$ cat src/rtl/tmc_pkg.sv
package tmc_pkg;

  localparam int ROWS      = 4;
  localparam int COLS      = 3;
  localparam int GATES     = ROWS * COLS;
  localparam int SUB_SLOTS = 5;
  localparam int SLOTS     = 2 * SUB_SLOTS;
  localparam int SLOT_W    = $clog2(SLOTS);

  localparam logic [3:0] ROW_A = 4'b0001;
  localparam logic [3:0] ROW_B = 4'b0010;
  localparam logic [3:0] ROW_C = 4'b0100;
  localparam logic [3:0] ROW_N = 4'b1000;

  // rectifier state: one-hot rows feeding the positive and negative rail
  typedef struct packed {
    logic [3:0] p_oh;
    logic [3:0] n_oh;
  } rect_t;

  // inverter state: columns routed to the positive or the negative rail
  typedef struct packed {
    logic [2:0] to_p;
    logic [2:0] to_n;
  } inv_t;

  function automatic rect_t mk_rect(logic [3:0] p, logic [3:0] n);
    rect_t r;
    r.p_oh = p;
    r.n_oh = n;
    return r;
  endfunction

  function automatic rect_t rect_long(logic [2:0] code);
    case (code)
      3'd0:    return mk_rect(ROW_A, ROW_B);
      3'd1:    return mk_rect(ROW_A, ROW_C);
      3'd2:    return mk_rect(ROW_B, ROW_C);
      3'd3:    return mk_rect(ROW_B, ROW_A);
      3'd4:    return mk_rect(ROW_C, ROW_A);
      3'd5:    return mk_rect(ROW_C, ROW_B);
      default: return mk_rect(4'b0000, 4'b0000);
    endcase
  endfunction

  function automatic rect_t rect_short(logic [2:0] code);
    case (code)
      3'd0:    return mk_rect(ROW_A, ROW_N);
      3'd1:    return mk_rect(ROW_N, ROW_C);
      3'd2:    return mk_rect(ROW_B, ROW_N);
      3'd3:    return mk_rect(ROW_N, ROW_A);
      3'd4:    return mk_rect(ROW_C, ROW_N);
      3'd5:    return mk_rect(ROW_N, ROW_B);
      default: return mk_rect(4'b0000, 4'b0000);
    endcase
  endfunction

  function automatic rect_t rect_zero();
    return mk_rect(ROW_N, ROW_N);
  endfunction

  // half 0 uses the preceding short vector, half 1 the vector's own index
  function automatic rect_t virt_half(logic [2:0] code, logic second);
    if (code > 3'd5) return mk_rect(4'b0000, 4'b0000);
    if (second)      return rect_short(code);
    return rect_short((code == 3'd0) ? 3'd5 : code - 3'd1);
  endfunction

  function automatic inv_t inv_vec(logic [2:0] code);
    inv_t v;
    case (code)
      3'd0:    v.to_p = 3'b001;
      3'd1:    v.to_p = 3'b011;
      3'd2:    v.to_p = 3'b010;
      3'd3:    v.to_p = 3'b110;
      3'd4:    v.to_p = 3'b100;
      3'd5:    v.to_p = 3'b101;
      default: v.to_p = 3'b000;
    endcase
    v.to_n = (code > 3'd5) ? 3'b000 : ~v.to_p;
    return v;
  endfunction

  function automatic logic onehot4(logic [3:0] x);
    return (x != 4'b0000) && ((x & (x - 4'd1)) == 4'b0000);
  endfunction

endpackage

$ cat src/rtl/tmc_slot_plan.sv
module tmc_slot_plan
  import tmc_pkg::*;
#(
  parameter int DUR_W  = 16,
  parameter int FRAC_W = 8
) (
  input  logic [2:0]       region,
  input  logic [2:0]       long_a,
  input  logic [2:0]       long_b,
  input  logic [2:0]       virt_a,
  input  logic [2:0]       virt_b,
  input  logic [2:0]       inv_g,
  input  logic [2:0]       inv_d,
  input  logic [DUR_W-1:0] dur1,
  input  logic [DUR_W-1:0] dur2,
  input  logic [DUR_W-1:0] dur3,
  input  logic [FRAC_W-1:0] frac,
  output logic [DUR_W-1:0] slot_len  [SLOTS],
  output rect_t            slot_rect [SLOTS],
  output inv_t             slot_inv  [SLOTS]
);

  localparam int PW = DUR_W + FRAC_W;

  logic [DUR_W-1:0] sub_len  [SUB_SLOTS];
  rect_t            sub_rect [SUB_SLOTS];
  logic             single_virt;
  logic [2:0]       mid_v;

  always_comb begin
    single_virt = (region == 3'd0) || (region == 3'd1);
    mid_v       = (region == 3'd1) ? virt_b : virt_a;

    case (region)
      3'd0, 3'd1, 3'd2: sub_rect[0] = rect_long(long_a);
      3'd3:             sub_rect[0] = rect_long(long_b);
      default:          sub_rect[0] = rect_zero();
    endcase
    sub_len[0] = dur1;

    sub_rect[1] = virt_half(mid_v, 1'b0);
    sub_len[1]  = dur2 >> 1;
    sub_rect[2] = virt_half(mid_v, 1'b1);
    sub_len[2]  = dur2 - (dur2 >> 1);

    if (single_virt) begin
      sub_rect[3] = rect_long(long_b);
      sub_len[3]  = dur3;
      sub_rect[4] = rect_zero();
      sub_len[4]  = '0;
    end else begin
      sub_rect[3] = virt_half(virt_b, 1'b0);
      sub_len[3]  = dur3 >> 1;
      sub_rect[4] = virt_half(virt_b, 1'b1);
      sub_len[4]  = dur3 - (dur3 >> 1);
    end
  end

  // each rectifier sub-slot is shared by the gamma and delta inverter vectors
  for (genvar i = 0; i < SUB_SLOTS; i++) begin : g_split
    logic [PW-1:0]    prod;
    logic [DUR_W-1:0] g_len;
    assign prod  = PW'(sub_len[i]) * PW'(frac);
    assign g_len = prod[PW-1:FRAC_W];

    assign slot_len[2*i]    = g_len;
    assign slot_len[2*i+1]  = sub_len[i] - g_len;
    assign slot_rect[2*i]   = sub_rect[i];
    assign slot_rect[2*i+1] = sub_rect[i];
    assign slot_inv[2*i]    = inv_vec(inv_g);
    assign slot_inv[2*i+1]  = inv_vec(inv_d);
  end

endmodule

$ cat src/rtl/tmc_slot_timer.sv
module tmc_slot_timer
  import tmc_pkg::*;
#(
  parameter int DUR_W = 16
) (
  input  logic              clk,
  input  logic              rst_n,
  input  logic              start,
  input  logic              abort,
  input  logic [DUR_W-1:0]  slot_len [SLOTS],
  output logic              active,
  output logic [SLOT_W-1:0] idx
);

  logic              act_q, act_d;
  logic [SLOT_W-1:0] idx_q, idx_d;
  logic [DUR_W-1:0]  rem_q, rem_d;
  logic              first_ok, next_ok;
  logic [SLOT_W-1:0] first_idx, next_idx;

  always_comb begin
    first_ok  = 1'b0;
    first_idx = '0;
    next_ok   = 1'b0;
    next_idx  = '0;
    for (int i = SLOTS - 1; i >= 0; i--) begin
      if (slot_len[i] != '0) begin
        first_ok  = 1'b1;
        first_idx = SLOT_W'(i);
        if (i > int'(idx_q)) begin
          next_ok  = 1'b1;
          next_idx = SLOT_W'(i);
        end
      end
    end
  end

  always_comb begin
    act_d = act_q;
    idx_d = idx_q;
    rem_d = rem_q;
    if (start) begin
      act_d = first_ok;
      idx_d = first_idx;
      rem_d = slot_len[first_idx];
    end else if (abort) begin
      act_d = 1'b0;
    end else if (act_q) begin
      if (rem_q > DUR_W'(1)) begin
        rem_d = rem_q - DUR_W'(1);
      end else if (next_ok) begin
        idx_d = next_idx;
        rem_d = slot_len[next_idx];
      end else begin
        act_d = 1'b0;
      end
    end
  end

  always_ff @(posedge clk or negedge rst_n) begin
    if (!rst_n) begin
      act_q <= 1'b0;
      idx_q <= '0;
      rem_q <= '0;
    end else begin
      act_q <= act_d;
      idx_q <= idx_d;
      rem_q <= rem_d;
    end
  end

  assign active = act_q;
  assign idx    = idx_q;

  assert_live_count_R8: assert property (@(posedge clk) disable iff (!rst_n)
    act_q |-> rem_q != '0);

  assert_no_empty_slot_R7: assert property (@(posedge clk) disable iff (!rst_n)
    act_q |-> slot_len[idx_q] != '0);

  assert_strobe_stops_R9: assert property (@(posedge clk) disable iff (!rst_n)
    (abort && !start) |=> !act_q);

endmodule

$ cat src/rtl/tmc_gate_guard.sv
module tmc_gate_guard
  import tmc_pkg::*;
(
  input  logic             clk,
  input  logic             rst_n,
  input  logic             active,
  input  rect_t            rect,
  input  inv_t             inv,
  output logic [GATES-1:0] gate,
  output logic             err
);

  localparam logic [GATES-1:0] GATE_RST = {COLS'('1), {(GATES-COLS){1'b0}}};

  logic [GATES-1:0] cand;
  logic [COLS-1:0]  col_ok;
  logic             legal;
  logic [GATES-1:0] gate_q, gate_d;
  logic             err_q, err_d;

  for (genvar r = 0; r < ROWS; r++) begin : g_row
    for (genvar c = 0; c < COLS; c++) begin : g_col
      assign cand[r*COLS+c] = (inv.to_p[c] & rect.p_oh[r]) | (inv.to_n[c] & rect.n_oh[r]);
    end
  end

  for (genvar c = 0; c < COLS; c++) begin : g_chk
    assign col_ok[c] = onehot4({cand[3*COLS+c], cand[2*COLS+c], cand[COLS+c], cand[c]});
  end
  assign legal = &col_ok;

  always_comb begin
    gate_d = gate_q;
    err_d  = 1'b0;
    if (active) begin
      if (legal) gate_d = cand;
      else       err_d  = 1'b1;
    end
  end

  always_ff @(posedge clk or negedge rst_n) begin
    if (!rst_n) begin
      gate_q <= GATE_RST;
      err_q  <= 1'b0;
    end else begin
      gate_q <= gate_d;
      err_q  <= err_d;
    end
  end

  assign gate = gate_q;
  assign err  = err_q;

  for (genvar c = 0; c < COLS; c++) begin : g_sva
    assert_col_onehot_R2: assert property (@(posedge clk) disable iff (!rst_n)
      onehot4({gate_q[3*COLS+c], gate_q[2*COLS+c], gate_q[COLS+c], gate_q[c]}));
  end

  assert_hold_on_err_R10: assert property (@(posedge clk) disable iff (!rst_n)
    err_q |-> gate_q == $past(gate_q));

endmodule

$ cat src/rtl/tmc_gate_seq.sv
module tmc_gate_seq
  import tmc_pkg::*;
#(
  parameter int DUR_W  = 16,
  parameter int FRAC_W = 8
) (
  input  logic              clk,
  input  logic              rst_n,
  input  logic              sample_stb,
  input  logic [2:0]        region_sel,
  input  logic [2:0]        rl_first,
  input  logic [2:0]        rl_second,
  input  logic [2:0]        rv_first,
  input  logic [2:0]        rv_second,
  input  logic [2:0]        iv_gamma,
  input  logic [2:0]        iv_delta,
  input  logic [DUR_W-1:0]  dwell_1,
  input  logic [DUR_W-1:0]  dwell_2,
  input  logic [DUR_W-1:0]  dwell_3,
  input  logic [FRAC_W-1:0] gamma_frac,
  output logic [11:0]       gate_en,
  output logic              pattern_err
);

  // reset: asserted asynchronously, released on the clock
  logic [1:0] rst_sync;
  logic       rst_ln;

  always_ff @(posedge clk or negedge rst_n) begin
    if (!rst_n) rst_sync <= 2'b00;
    else        rst_sync <= {rst_sync[0], 1'b1};
  end
  assign rst_ln = rst_sync[1];

  // period settings, captured only at the strobe
  logic [2:0]        reg_q, la_q, lb_q, va_q, vb_q, ig_q, id_q;
  logic [DUR_W-1:0]  d1_q, d2_q, d3_q;
  logic [FRAC_W-1:0] fr_q;
  logic              start_q;

  always_ff @(posedge clk or negedge rst_ln) begin
    if (!rst_ln) begin
      reg_q <= '0; la_q <= '0; lb_q <= '0; va_q <= '0; vb_q <= '0;
      ig_q  <= '0; id_q <= '0;
      d1_q  <= '0; d2_q <= '0; d3_q <= '0;
      fr_q  <= '0;
      start_q <= 1'b0;
    end else begin
      start_q <= sample_stb;
      if (sample_stb) begin
        reg_q <= region_sel; la_q <= rl_first; lb_q <= rl_second;
        va_q  <= rv_first;   vb_q <= rv_second;
        ig_q  <= iv_gamma;   id_q <= iv_delta;
        d1_q  <= dwell_1;    d2_q <= dwell_2;  d3_q <= dwell_3;
        fr_q  <= gamma_frac;
      end
    end
  end

  logic [DUR_W-1:0]  slot_len  [SLOTS];
  rect_t             slot_rect [SLOTS];
  inv_t              slot_inv  [SLOTS];
  logic              active;
  logic [SLOT_W-1:0] idx;

  tmc_slot_plan #(.DUR_W(DUR_W), .FRAC_W(FRAC_W)) u_plan (
    .region   (reg_q),
    .long_a   (la_q),
    .long_b   (lb_q),
    .virt_a   (va_q),
    .virt_b   (vb_q),
    .inv_g    (ig_q),
    .inv_d    (id_q),
    .dur1     (d1_q),
    .dur2     (d2_q),
    .dur3     (d3_q),
    .frac     (fr_q),
    .slot_len (slot_len),
    .slot_rect(slot_rect),
    .slot_inv (slot_inv)
  );

  tmc_slot_timer #(.DUR_W(DUR_W)) u_timer (
    .clk     (clk),
    .rst_n   (rst_ln),
    .start   (start_q),
    .abort   (sample_stb),
    .slot_len(slot_len),
    .active  (active),
    .idx     (idx)
  );

  tmc_gate_guard u_guard (
    .clk   (clk),
    .rst_n (rst_ln),
    .active(active),
    .rect  (slot_rect[idx]),
    .inv   (slot_inv[idx]),
    .gate  (gate_en),
    .err   (pattern_err)
  );

endmodule

$ cat config.mk
export PLATFORM = sky130hd
export DESIGN_NAME = tmc_gate_seq
export DESIGN_NICKNAME = d
export VERILOG_FILES = /design/src/rtl/tmc_pkg.sv /design/src/rtl/tmc_slot_plan.sv /design/src/rtl/tmc_slot_timer.sv /design/src/rtl/tmc_gate_guard.sv /design/src/rtl/tmc_gate_seq.sv
export SDC_FILE = /design/constraint.sdc
export NUM_CORES = 2
export LEC_CHECK = 0
export BUFFER_PORTS_ARGS = -buffer_cell sky130_fd_sc_hd__buf_2
export CORE_MARGIN = 5
export CORE_UTILIZATION = 30
export DETAILED_ROUTE_END_ITERATION = 12
export GPL_TIMING_DRIVEN = 0
export SYNTH_ARGS = -nofsm -noshare
export SYNTH_HDL_FRONTEND = slang
export SYNTH_SLANG_ARGS = --single-unit
$ cat constraint.sdc
create_clock -name clk -period 4.9 [get_ports clk]
set_input_delay 0.245 -clock clk [delete_from_list [all_inputs] [get_ports clk]]
set_output_delay 0.245 -clock clk [all_outputs]
set_load 0.02 [all_outputs]
==> results.sh <==
export IMPL_crit_buf_inv=8
export IMPL_slew_headroom=0.1406
export IMPL_multi_input_area_um2=31990
export IMPL_fin_crit_sh=2.220
export IMPL_wire_per_inst_um=23.40
export IMPL_num_vias=34456
export IMPL_drtIter0Drc=3300
export IMPL_seq_area_um2=2875
export IMPL_routabilityCongestion=1.056
export IMPL_drc=0
export IMPL_worst_slack_ns=-5.977
export IMPL_skew_ns=0.04218
export IMPL_worstPathArrival_ns=11.23
export IMPL_report_final_hold_viol_count=0
export IMPL_die_h_um=352.5
export IMPL_firstDrtPassIters=5
export IMPL_crit_type="reg -> reg"
export IMPL_wl_um=146600
export IMPL_die_x_um=352.5
export IMPL_crit_required_ns=5.25
export IMPL_grt_pass1_wl_um=218800
export IMPL_grtUsageTotal=0.2291
export IMPL_cp_end_kind="flop"
export IMPL_cp_slowest_cell="fa_1"
export IMPL_crit_family="compound AO/OA/AOI/OAI gates"
export IMPL_crit_fanout=7
export IMPL_synthFlopType="dfrtp_1"
export IMPL_ys_seq_area_frac=0.08117
export IMPL_root_buffer="clkbuf_16"
export IMPL_max_slew_worst_pin_slew_ns=1.280
export IMPL_rsz0062_at_grt="true"
export IMPL_core_um2=116400
export IMPL_cp_slowest_stage_delay_ns=0.57
export IMPL_setup_viol=21
export IMPL_htree_levels=4
export IMPL_wl_met2_um=64560
export IMPL_synthesis_area_um2=35190
export IMPL_status="complete, but fails checks"
export IMPL_synthArstFlopShare=1.000
export IMPL_synth_seq_cells=114
export IMPL_grt_overflow_total=0
export IMPL_holdCritPathClass="in -> reg"
export IMPL_grt_max_degree=59
export IMPL_port_buffers=92
export IMPL_cap_viol_max_count=0
export IMPL_synth_warnings=0
export IMPL_synth_cell_types=117
export IMPL_cts_tree="yes"
export IMPL_wl_met1_um=61730
export IMPL_synth_edf_count=0
export IMPL_routed_top_layer="met5"
export IMPL_start_util=0.3024
export IMPL_syn_inst=4357
export IMPL_pre_cts_ws_ns=-8.304
export IMPL_fillers=11919
export IMPL_violations="setup timing"
export IMPL_syn_to_final_growth_pct=24.70
export IMPL_rows=125
export IMPL_ant_nets=0
export IMPL_nNetsFinal=5534
export IMPL_maxSlewViolCount=0
export IMPL_dp_hpwl_um=114000
export IMPL_met3_length_um=12010
export IMPL_clk_path_buf_depth=2
export IMPL_worst_setup_path_start_kind="flop"
export IMPL_fin_crit_ns=10.88
export IMPL_fmax_mhz=91.94
export IMPL_avgViaCountPerCell=5.502
export IMPL_synth_nets=5168
export IMPL_drive_gt1_frac=0.1924
export IMPL_dieArea_um2=124300
export IMPL_insertion_delay_ns=0.51
export IMPL_avgSynthCellArea_um2=8.077
export IMPL_cts_buffers_inserted=17
export IMPL_grt_antenna_before_repair=10
export IMPL_clock_sinks=114
export IMPL_num_io_pins=93
export IMPL_clk_pin_slew_ns=0.09
export IMPL_whs_ns=0.01516
export IMPL_grt_pass1_vias=34774
export IMPL_cpMostUsedCell="a21o_1"
[area by class of cell]
type                    instances  area share
repair buffers                365     0.06974
flip-flops and latches        114     0.06552
plain buffers                 175     0.02786
multi-input cells            3454      0.7290
clock buffers                  19     0.01032
inverters                     596     0.05112
diodes                          3   0.0001711
clock inverters                13    0.002851
well taps                    1524     0.04345
[sequential cells by signal, indices dropped and copies added, names as in the netlist, 2 cells and up]
name and cells:
d1_q 16, d2_q 16, d3_q 16, u_timer.rem_q 16
u_guard.gate 12, fr_q 8, u_timer.idx 4, id_q 3
ig_q 3, la_q 3, lb_q 3, reg_q 3
va_q 3, vb_q 3, rst_sync 2
[synth_stat cells (all sizes together) (38+ instances only)]
cell type / instances / share of area
buf: 54 / 0.0086
and3: 38 / 0.0068
nor3: 72 / 0.011
a21oi: 199 / 0.029
o211ai: 44 / 0.0094
mux2: 72 / 0.023
nand2b: 50 / 0.0089
dfrtp: 111 / 0.079
mux2i: 88 / 0.025
fa: 416 / 0.24
a21o: 58 / 0.012
and2: 385 / 0.069
nand2: 446 / 0.048
clkbuf: 140 / 0.015
a211oi: 47 / 0.011
inv: 596 / 0.064
xor2: 66 / 0.016
nand3: 60 / 0.0085
nor2b: 63 / 0.011
nor2: 218 / 0.023
ha: 315 / 0.11
xnor2: 95 / 0.024
o21ai: 221 / 0.032
[cells in the final DEF, fill, tap and decap left out, types with 18 or more instances in the layout]
cell type      netlist  final
buf_2               22    101
xnor2_2              1     20
nor2_4               0     20
and3_1              38     35
nand2b_1            50     49
o21ai_2              3     29
o211ai_1            44     44
fa_1               416    413
ha_1               315    279
o21ai_0            194    159
clkbuf_1           139     83
buf_4                7    179
a21oi_1            197    164
buf_6                6     29
buf_12               0     23
clkbuf_2             1     20
a21o_1              58     56
mux2_2              71     62
xnor2_1             94     63
a211oi_1            45     33
nor4_1              25     18
nand4_1             33     33
nand3_1             60     55
inv_1              596    584
a21oi_2              1     25
clkbuf_16            0     21
xor2_1              66     50
dlygate4sd3_1        0     55
ha_4                 0     26
and2_1             383    377
nor2_1             216    185
nor3_1              69     64
o21a_1              36     34
mux2i_1             88     66
or3_1               21     21
nor2b_1             63     61
nand2_1            445    438
o21ai_1             23     21
dfrtp_1            111     98
a31oi_1             36     27
[what timing repair did]
item                                    CTS  global route
gates resized for setup                 473           212
endpoints found under the setup margin   34            33
endpoints found under the hold margin    56             0
pin swaps                               162           114
setup buffers                           146            63
cloned                                   10             1
hold buffers                             55             0
[worst paths after layout]
| kind | start | to | slack (ns) | cells past startpoint |
|---|---|---|---|---|
| worst max-delay path | d3_q[0]$_DFFE_PN0P_ | u_timer.rem_q[13]$_DFFE_PN0P_ | -5.98 | 44 |
| worst min-delay path | dwell_2[2] | d2_q[2]$_DFFE_PN0P_ | 0.02 | 3 |
| worst max register to register | d3_q[0]$_DFFE_PN0P_ | u_timer.rem_q[13]$_DFFE_PN0P_ | -5.98 | 44 |
| worst min register to register | rst_sync[1]$_DFF_PN0_ | u_guard.gate[5]$_DFFE_PN0P_ | 0.33 | 1 |
| max in group asynchronous | rst_sync[1]$_DFF_PN0_ | fr_q[5]$_DFFE_PN0P_ | 3.87 | 2 |
| min in group asynchronous | rst_n | rst_sync[0]$_DFF_PN0_ | 0.08 | 2 |
[kinds of logic (layout without fill, tap and decap cells)]
| logic type | after synthesis | count (layout) | synth area share |
|---|---|---|---|
| and+or+nand+nor | 1502 | 1502 | 0.2214 |
| AOI/OAI and AO/OA | 892 | 893 | 0.1693 |
| buffers and inverters | 790 | 1168 | 0.08710 |
| adders and majority gates | 731 | 731 | 0.3486 |
| xor gates and xnor gates | 164 | 164 | 0.04224 |
| muxes | 163 | 163 | 0.04999 |
| DFF | 114 | 114 | 0.08117 |
| other | 1 | 4 | 0.0001066 |
[per-stage QoR]
stage / setup TNS, ns / cells / util / instance area [um^2]
floorplan: -103.82 / 4357 / - / 35470
global placement: -233.56 / 5973 / 0.3251 / 37830
detailed placement: -174.76 / 5975 / 0.3257 / 37900
CTS: -117.40 / 6207 / 0.3657 / 42550
global route: -125.37 / 6261 / 0.3771 / 43880
finish: -119.26 / 6263 / 0.3771 / 43880
[worst min-delay path, delay by kind of cell]
kind,cells,cell delay (ns)
buffers and inverters,1,0.13
AND/OR/NAND/NOR,1,0.06
AO/OA/AOI/OAI,1,0.06
[metal layers]
metal / vias up / global-route usage
li1: 15450 / -
met1: 17136 / 0.3066
met2: 1497 / 0.3650
met3: 369 / 0.03780
met4: 4 / 0.1007
met5: - / 0
Power is left out: the tool's default activity adds up to more than one toggle a clock period on the data nets, which glitch-free logic cannot reach.
